### src/rtl/crs_pkg.sv
// Shared constants and types for the clock-to-sample-rate ratio detector.
// Assumes the six ratios are listed in ascending order, so code order follows ratio order.
package crs_pkg;
    localparam int NUM_RATIOS = 6;
    localparam int MAX_NOMINAL = 768;
    typedef logic [2:0] ratio_code_t;
    localparam ratio_code_t CODE_UNKNOWN = 3'd7;
    // Codes below this value are not usable in the low-sample-rate mode.
    localparam ratio_code_t LOWRATE_MIN_CODE = 3'd2;

    // Nominal system-clock cycles per frame for each code.
    function automatic int nominal(input int idx);
        case (idx)
            0: return 128;
            1: return 192;
            2: return 256;
            3: return 384;
            4: return 512;
            default: return 768;
        endcase
    endfunction
endpackage

### src/rtl/crs_edge_sync.sv
// Synchronizes an asynchronous level into clk and emits one-cycle rising-edge pulses.
// Assumes STAGES >= 2 and that the input stays at each level for several clk cycles.
module crs_edge_sync #(
    parameter int STAGES = 2
) (
    input  logic clk,
    input  logic rst_n,
    input  logic async_i,
    output logic rise_o
);
    logic [STAGES-1:0] sync_q;
    logic              last_q;

    // Shift the input through the synchronizer and remember the previous output.
    always_ff @(posedge clk) begin
        if (!rst_n) begin
            sync_q <= '0;
            last_q <= 1'b0;
        end else begin
            sync_q <= {sync_q[STAGES-2:0], async_i};
            last_q <= sync_q[STAGES-1];
        end
    end

    assign rise_o = sync_q[STAGES-1] & ~last_q;
endmodule

### src/rtl/crs_period_counter.sv
// Counts clk cycles between successive edge pulses and publishes each interval.
// The first pulse after reset only arms the counter. The count saturates at its maximum.
module crs_period_counter #(
    parameter int CNT_W = 11
) (
    input  logic             clk,
    input  logic             rst_n,
    input  logic             tick_i,
    output logic [CNT_W-1:0] meas_o,
    output logic             meas_valid_o
);
    localparam logic [CNT_W-1:0] CNT_MAX = '1;

    logic [CNT_W-1:0] run_q;
    logic             armed_q;
    logic [CNT_W-1:0] run_inc;

    assign run_inc = (run_q == CNT_MAX) ? CNT_MAX : run_q + CNT_W'(1);

    // Time the interval, publish it on each pulse and restart.
    always_ff @(posedge clk) begin
        if (!rst_n) begin
            run_q        <= '0;
            armed_q      <= 1'b0;
            meas_o       <= '0;
            meas_valid_o <= 1'b0;
        end else begin
            meas_valid_o <= 1'b0;
            if (tick_i) begin
                run_q   <= '0;
                armed_q <= 1'b1;
                if (armed_q) begin
                    meas_o       <= run_inc;
                    meas_valid_o <= 1'b1;
                end
            end else begin
                run_q <= run_inc;
            end
        end
    end
endmodule

### src/rtl/crs_classifier.sv
// Maps a frame length to a ratio code by checking a ±TOL window around each nominal ratio.
// Assumes the windows do not overlap, which holds for any TOL below 32.
module crs_classifier #(
    parameter int CNT_W = 11,
    parameter int TOL   = 2
) (
    input  logic [CNT_W-1:0]          meas_i,
    output crs_pkg::ratio_code_t      class_o
);
    logic [crs_pkg::NUM_RATIOS-1:0] hit;

    for (genvar g = 0; g < crs_pkg::NUM_RATIOS; g++) begin : g_win
        localparam logic [CNT_W-1:0] LO = CNT_W'(crs_pkg::nominal(g) - TOL);
        localparam logic [CNT_W-1:0] HI = CNT_W'(crs_pkg::nominal(g) + TOL);
        assign hit[g] = (meas_i >= LO) && (meas_i <= HI);
    end

    // Turn the window hits into a code, or unknown when nothing matches.
    always_comb begin
        class_o = crs_pkg::CODE_UNKNOWN;
        for (int i = crs_pkg::NUM_RATIOS - 1; i >= 0; i--) begin
            if (hit[i]) class_o = crs_pkg::ratio_code_t'(i);
        end
    end
endmodule

### src/rtl/crs_lock_tracker.sv
// Builds lock, held code and error from the stream of per-frame classifications.
// Lock needs LOCK_N equal known results. It is released after UNLOCK_N consecutive mismatches.
module crs_lock_tracker #(
    parameter int LOCK_N   = 3,
    parameter int UNLOCK_N = 2
) (
    input  logic                 clk,
    input  logic                 rst_n,
    input  logic                 meas_valid_i,
    input  crs_pkg::ratio_code_t class_i,
    output crs_pkg::ratio_code_t code_o,
    output logic                 locked_o,
    output logic                 err_o
);
    import crs_pkg::*;
    localparam int AW = $clog2(LOCK_N + 1);
    localparam int MW = $clog2(UNLOCK_N + 1);

    ratio_code_t cand_q, cand_n, code_n;
    logic [AW-1:0] agree_q, agree_n;
    logic [MW-1:0] miss_q, miss_n;
    logic locked_n, err_n;

    // Next-state rules applied once per completed measurement.
    always_comb begin
        cand_n   = cand_q;
        agree_n  = agree_q;
        miss_n   = miss_q;
        locked_n = locked_o;
        code_n   = code_o;
        err_n    = err_o;
        if (meas_valid_i) begin
            err_n = (class_i == CODE_UNKNOWN) ||
                    ((cand_q != CODE_UNKNOWN) && (class_i != cand_q));
            if (class_i == cand_q) begin
                if (agree_q != AW'(LOCK_N)) agree_n = agree_q + AW'(1);
            end else begin
                cand_n  = class_i;
                agree_n = AW'(1);
            end
            if (locked_o) begin
                if (class_i == code_o) begin
                    miss_n = '0;
                end else begin
                    miss_n = miss_q + MW'(1);
                    if (miss_n == MW'(UNLOCK_N)) locked_n = 1'b0;
                end
            end else if ((agree_n == AW'(LOCK_N)) && (cand_n != CODE_UNKNOWN)) begin
                locked_n = 1'b1;
                code_n   = cand_n;
                miss_n   = '0;
            end
        end
    end

    // State registers with synchronous reset to the unknown, unlocked state.
    always_ff @(posedge clk) begin
        if (!rst_n) begin
            cand_q   <= CODE_UNKNOWN;
            agree_q  <= '0;
            miss_q   <= '0;
            locked_o <= 1'b0;
            code_o   <= CODE_UNKNOWN;
            err_o    <= 1'b0;
        end else begin
            cand_q   <= cand_n;
            agree_q  <= agree_n;
            miss_q   <= miss_n;
            locked_o <= locked_n;
            code_o   <= code_n;
            err_o    <= err_n;
        end
    end
endmodule

### src/rtl/clk_ratio_sense.sv
// Top level: detects the system-clock to frame-rate ratio from word select alone.
// Assumes clk and word select are frequency-locked. Word select may arrive with any phase.
module clk_ratio_sense #(
    parameter int TOL         = 2,
    parameter int SYNC_STAGES = 2,
    parameter int LOCK_FRAMES = 3,
    parameter int MISS_FRAMES = 2
) (
    input  logic       clk,
    input  logic       rst_n,
    input  logic       frame_sel_i,
    input  logic       low_rate_i,
    output logic [2:0] ratio_code_o,
    output logic       locked_o,
    output logic       error_o,
    output logic       illegal_o
);
    localparam int CNT_W = $clog2(crs_pkg::MAX_NOMINAL + TOL + 1) + 1;

    logic                 frame_rise;
    logic [CNT_W-1:0]     meas;
    logic                 meas_valid;
    crs_pkg::ratio_code_t frame_class;
    crs_pkg::ratio_code_t code;

    crs_edge_sync #(.STAGES(SYNC_STAGES)) u_sync (
        .clk(clk), .rst_n(rst_n), .async_i(frame_sel_i), .rise_o(frame_rise));

    crs_period_counter #(.CNT_W(CNT_W)) u_cnt (
        .clk(clk), .rst_n(rst_n), .tick_i(frame_rise),
        .meas_o(meas), .meas_valid_o(meas_valid));

    crs_classifier #(.CNT_W(CNT_W), .TOL(TOL)) u_cls (
        .meas_i(meas), .class_o(frame_class));

    crs_lock_tracker #(.LOCK_N(LOCK_FRAMES), .UNLOCK_N(MISS_FRAMES)) u_lock (
        .clk(clk), .rst_n(rst_n), .meas_valid_i(meas_valid), .class_i(frame_class),
        .code_o(code), .locked_o(locked_o), .err_o(error_o));

    assign ratio_code_o = code;
    assign illegal_o = locked_o & low_rate_i & (code < crs_pkg::LOWRATE_MIN_CODE);
endmodule

### config.mk
export PLATFORM = sky130hd
export DESIGN_NAME = clk_ratio_sense
export DESIGN_NICKNAME = d
export VERILOG_FILES = /design/src/rtl/crs_pkg.sv /design/src/rtl/crs_edge_sync.sv /design/src/rtl/crs_period_counter.sv /design/src/rtl/crs_classifier.sv /design/src/rtl/crs_lock_tracker.sv /design/src/rtl/clk_ratio_sense.sv
export SDC_FILE = /design/constraint.sdc
export NUM_CORES = 1
export LEC_CHECK = 0
export ABC_AREA = 1
export BUFFER_PORTS_ARGS = -buffer_cell sky130_fd_sc_hd__buf_2
export CAP_MARGIN = 25
export CELL_PAD_IN_SITES_DETAIL_PLACEMENT = 1
export CELL_PAD_IN_SITES_GLOBAL_PLACEMENT = 2
export CORE_ASPECT_RATIO = 1.5
export CORE_UTILIZATION = 30
export CTS_BUF_LIST = sky130_fd_sc_hd__clkbuf_4
export CTS_CLUSTER_DIAMETER = 100
export DETAILED_ROUTE_END_ITERATION = 16
export GPL_TIMING_DRIVEN = 0
export PLACE_DENSITY_LB_ADDON = 0.1
export SLEW_MARGIN = 30
export SYNTH_ARGS = -nofsm -noshare
export SYNTH_HDL_FRONTEND = slang
export SYNTH_HIERARCHICAL = 1
export SYNTH_SLANG_ARGS = --single-unit
### constraint.sdc
create_clock -name clk -period 2.3 [get_ports clk]
set_input_delay 0.46 -clock clk [delete_from_list [all_inputs] [get_ports clk]]
set_output_delay 0.46 -clock clk [all_outputs]
set_load 0.01 [all_outputs]
==> impl_metrics.json <==
{
  "status": "complete, no violations",
  "synth_edf_count": 0,
  "synth_area_leader_cell": "dfxtp_1",
  "hpwl_um": 4530,
  "synthAdderAreaFrac_pct": 1.15,
  "yosys.area_share.simple_pct": 38.2,
  "swShare_pct": 26.2,
  "async_flop_share_pct": 0,
  "grt_pass1_vias": 2081,
  "synth_top_family_by_area": "simple AND/OR/NAND/NOR gates",
  "syn_area_sq_um": 2170,
  "chipHeight_um": 106,
  "ir_drop_v": 0.000334,
  "synthTopCellsByCount": "nand2_1, inv_1, dfxtp_1, nor2_1, nand3_1",
  "synth_compound_area_share_pct": 9.81,
  "worst_slew_pin_slew_ns": 0.407,
  "finalMaxSlewViolations": 0,
  "ys.flop_type": "dfxtp_1",
  "clock_path_buffers": 2,
  "gr-usage-all-layers_pct": 16.4,
  "synthesis.yosys.warnings": 6,
  "p_switching_w": 0.000341,
  "min_period_ns": 2.06,
  "synth_xor_xnor_area_share_pct": 2.83,
  "power_leakage_nw": 1.22,
  "synthCells": 327,
  "cts_root_buf": "clkbuf_4",
  "wirelength_um": 5610,
  "grt_overflow_total": 0,
  "cp-start-kind": "flop",
  "wl_per_cell_um": 13.2,
  "p_int_w": 0.000958,
  "clk_latency_ns": 0.35,
  "power_w": 0.00130,
  "critPathMostFrequentCell": "nor2_4",
  "synth_area_leaders": "dfxtp_1, nand2_1, inv_1",
  "tritoncts": "yes",
  "avgSynthCellArea_sq_um": 6.63,
  "crit_path_end_kind": "flop",
  "first_pass_iters": 4,
  "ys_seq_elements": 39,
  "combPwrFrac_pct": 9.4,
  "slowest_delay_ns": 0.38,
  "p_seq_share_pct": 53.6,
  "fin_skew_ns": 0.0156,
  "portBuffers": 9,
  "cts-buffers-inserted": 5,
  "hold_viol_final": 0,
  "crit_path_max_fanout": 7,
  "maxCapViolCount": 0,
  "drt-initial-drc-count": 30,
  "path_cells": "nor2_4, inv_2, nor2_4, nand3_1, nand2_1, inv_1, nor2_4, inv_2, nand2_2, nand2_2, nor2_4, nand4_2, nand2_1, nand3_1",
  "yosys.area.top_type_share_pct": 36.0,
  "drc_errors": 0,
  "pwr-share-clk_pct": 37.1,
  "slowest_stage": "dfxtp_1",
  "cts_sinks": 39,
  "max_slew_margin_pct": 72.9,
  "ios": 10,
  "critPathRequiredTime_ns": 2.54,
  "dieWidth_um": 71.4,
  "grt_max_degree": 19,
  "synth.area.mux_share_pct": 0,
  "rows": 37,
  "synth_nets": 333,
  "clock.fmax_mhz": 486,
  "h-tree-depth": 2,
  "clk_pin_slew_ns": 0.13,
  "start_util_pct": 31.2,
  "synth_most_common_cell": "nand2_1",
  "antenna_found_initial": 1,
  "powerDensity_nw_per_um2": 527,
  "setup_tns_ns": 0,
  "final_antenna_net_count": 0,
  "worst-endpoint-arrival_ns": 2.30,
  "viasPerCell": 4.78,
  "criticalPathCategory": "reg2reg",
  "holdCritPathClass": "in2reg",
  "ys_types": 30,
  "grt_setup_unrepaired": "false",
  "die_area_sq_um": 7580,
  "vias": 2031,
  "area_growth_syn_to_layout_pct": 13.6,
  "fin_nets": 351,
  "ys_seq_area_share_pct": 36.0,
  "drive_above_1_share_pct": 18.2,
  "finalSetupViolations": 0,
  "core_area_sq_um": 6940,
  "place_congestion": 0.825,
  "period_share_pct": 89.5,
  "grt_pass1_wl_um": 9600
}
-- area by class of cell --
cell class,instances,area (sq um)
Fill cell,939,4480
Tap cell,78,97.6
Timing Repair Buffer,11,60.1
Antenna cell,1,2.50
Clock inverter,3,43.8
Clock buffer,5,37.5
Buffer,3,26.3
Inverter,62,234
Multi-Input combinational cell,223,1170
Sequential cell,39,788
-- state kept, by name, summed over array words and instances, names as in the netlist --
name,count
u_sync/last_q,1
u_cnt/run_q,11
u_cnt/meas_valid_o,1
u_cnt/meas_o,11
u_cnt/armed_q,1
u_lock/miss_q,2
u_lock/code_o,3
u_lock/err_o,1
u_lock/cand_q,3
u_sync/sync_q,2
u_lock/agree_q,2
u_lock/locked_o,1
-- final timing paths --
check / slack [ns] / end / startpoint / depth (start not counted)
worst max-delay path: 0.24 / u_lock/code_o[1] / u_cnt/meas_o[9] / 14
worst min-delay path: 0.28 / u_sync/sync_q[0] / frame_sel_i / 3
worst max register to register: 0.24 / u_lock/code_o[1] / u_cnt/meas_o[9] / 14
worst min register to register: 0.42 / u_sync/sync_q[1] / u_sync/sync_q[0] / 2
-- placed cells by master (no fill, tap or decap), types with 3 or more instances in the layout --
cell / synthesis / layout
nand2_1: 76 / 75
inv_1: 54 / 54
nand3_1: 36 / 36
nor2_1: 39 / 34
dfxtp_1: 39 / 33
a21oi_1: 15 / 14
o21ai_0: 12 / 12
buf_2: 0 / 9
nor2_4: 5 / 9
inv_2: 7 / 7
nor2_2: 5 / 6
dfxtp_2: 0 / 6
clkbuf_4: 0 / 5
nand2_2: 4 / 5
nand4_1: 5 / 5
xnor2_1: 6 / 5
nand3b_1: 3 / 3
o211ai_1: 3 / 3
-- worst max-delay path: cells and delay by family, from the launching register on --
| kind | cells | cell delay, ns |
|---|---|---|
| DFF | 1 | 0.38 |
| buffers and inverters | 3 | 0.21 |
| and+or+nand+nor | 11 | 1.35 |
-- cell families after synthesis --
logic type,count (synthesis)
XOR/XNOR,7
flip-flops,39
AO/OA/AOI/OAI,37
buffers and inverters,65
adder cells (fa/ha/maj),2
AND/OR/NAND/NOR,177
-- power groups by stage --
stage / clock (W) / sequential, W / combinational [W]
2_1_floorplan: 0 / 0.000708 / 0.0000800
3_3_place_gp: 0 / 0.000710 / 0.000111
3_5_place_dp: 0 / 0.000711 / 0.000113
4_1_cts: 0.000505 / 0.000696 / 0.000115
5_1_grt: 0.000530 / 0.000698 / 0.000138
6_report: 0.000481 / 0.000696 / 0.000121
-- per-layer routing --
layer | global-route usage [%] | part of all wire [%] | wire (um)
met1 | 15.9 | 39 | 2180
met2 | 33.0 | 57 | 3200
met3 | 2.56 | 1.5 | 86
met4 | 7.00 | 2.5 | 138
met5 | 0 | 0 | 0
-- metrics by stage --
stage               utilization [%]  instances  hold WS (ns)  cell area [sq um]  worst slack [ns]
global placement               33.3        414         0.389               2310            -0.104
CTS                            34.6        422         0.263               2400           0.00401
detailed placement             33.3        414         0.402               2310            -0.121
floorplan                         -        327         0.386               2170             0.439
finish                         35.5        425         0.280               2460             0.241
global route                   35.5        425         0.276               2460           0.00638
-- what timing repair did --
item / 4_1_cts / 5_1_grt
endpoints found under the setup margin: 7 / 8
resized for setup: 3 / 15
pin swaps: 0 / 2
hold buffers: 0 / 0
gates cloned: 0 / 0
buffers inserted: 0 / 2
Power figures use the tool's default switching activity.
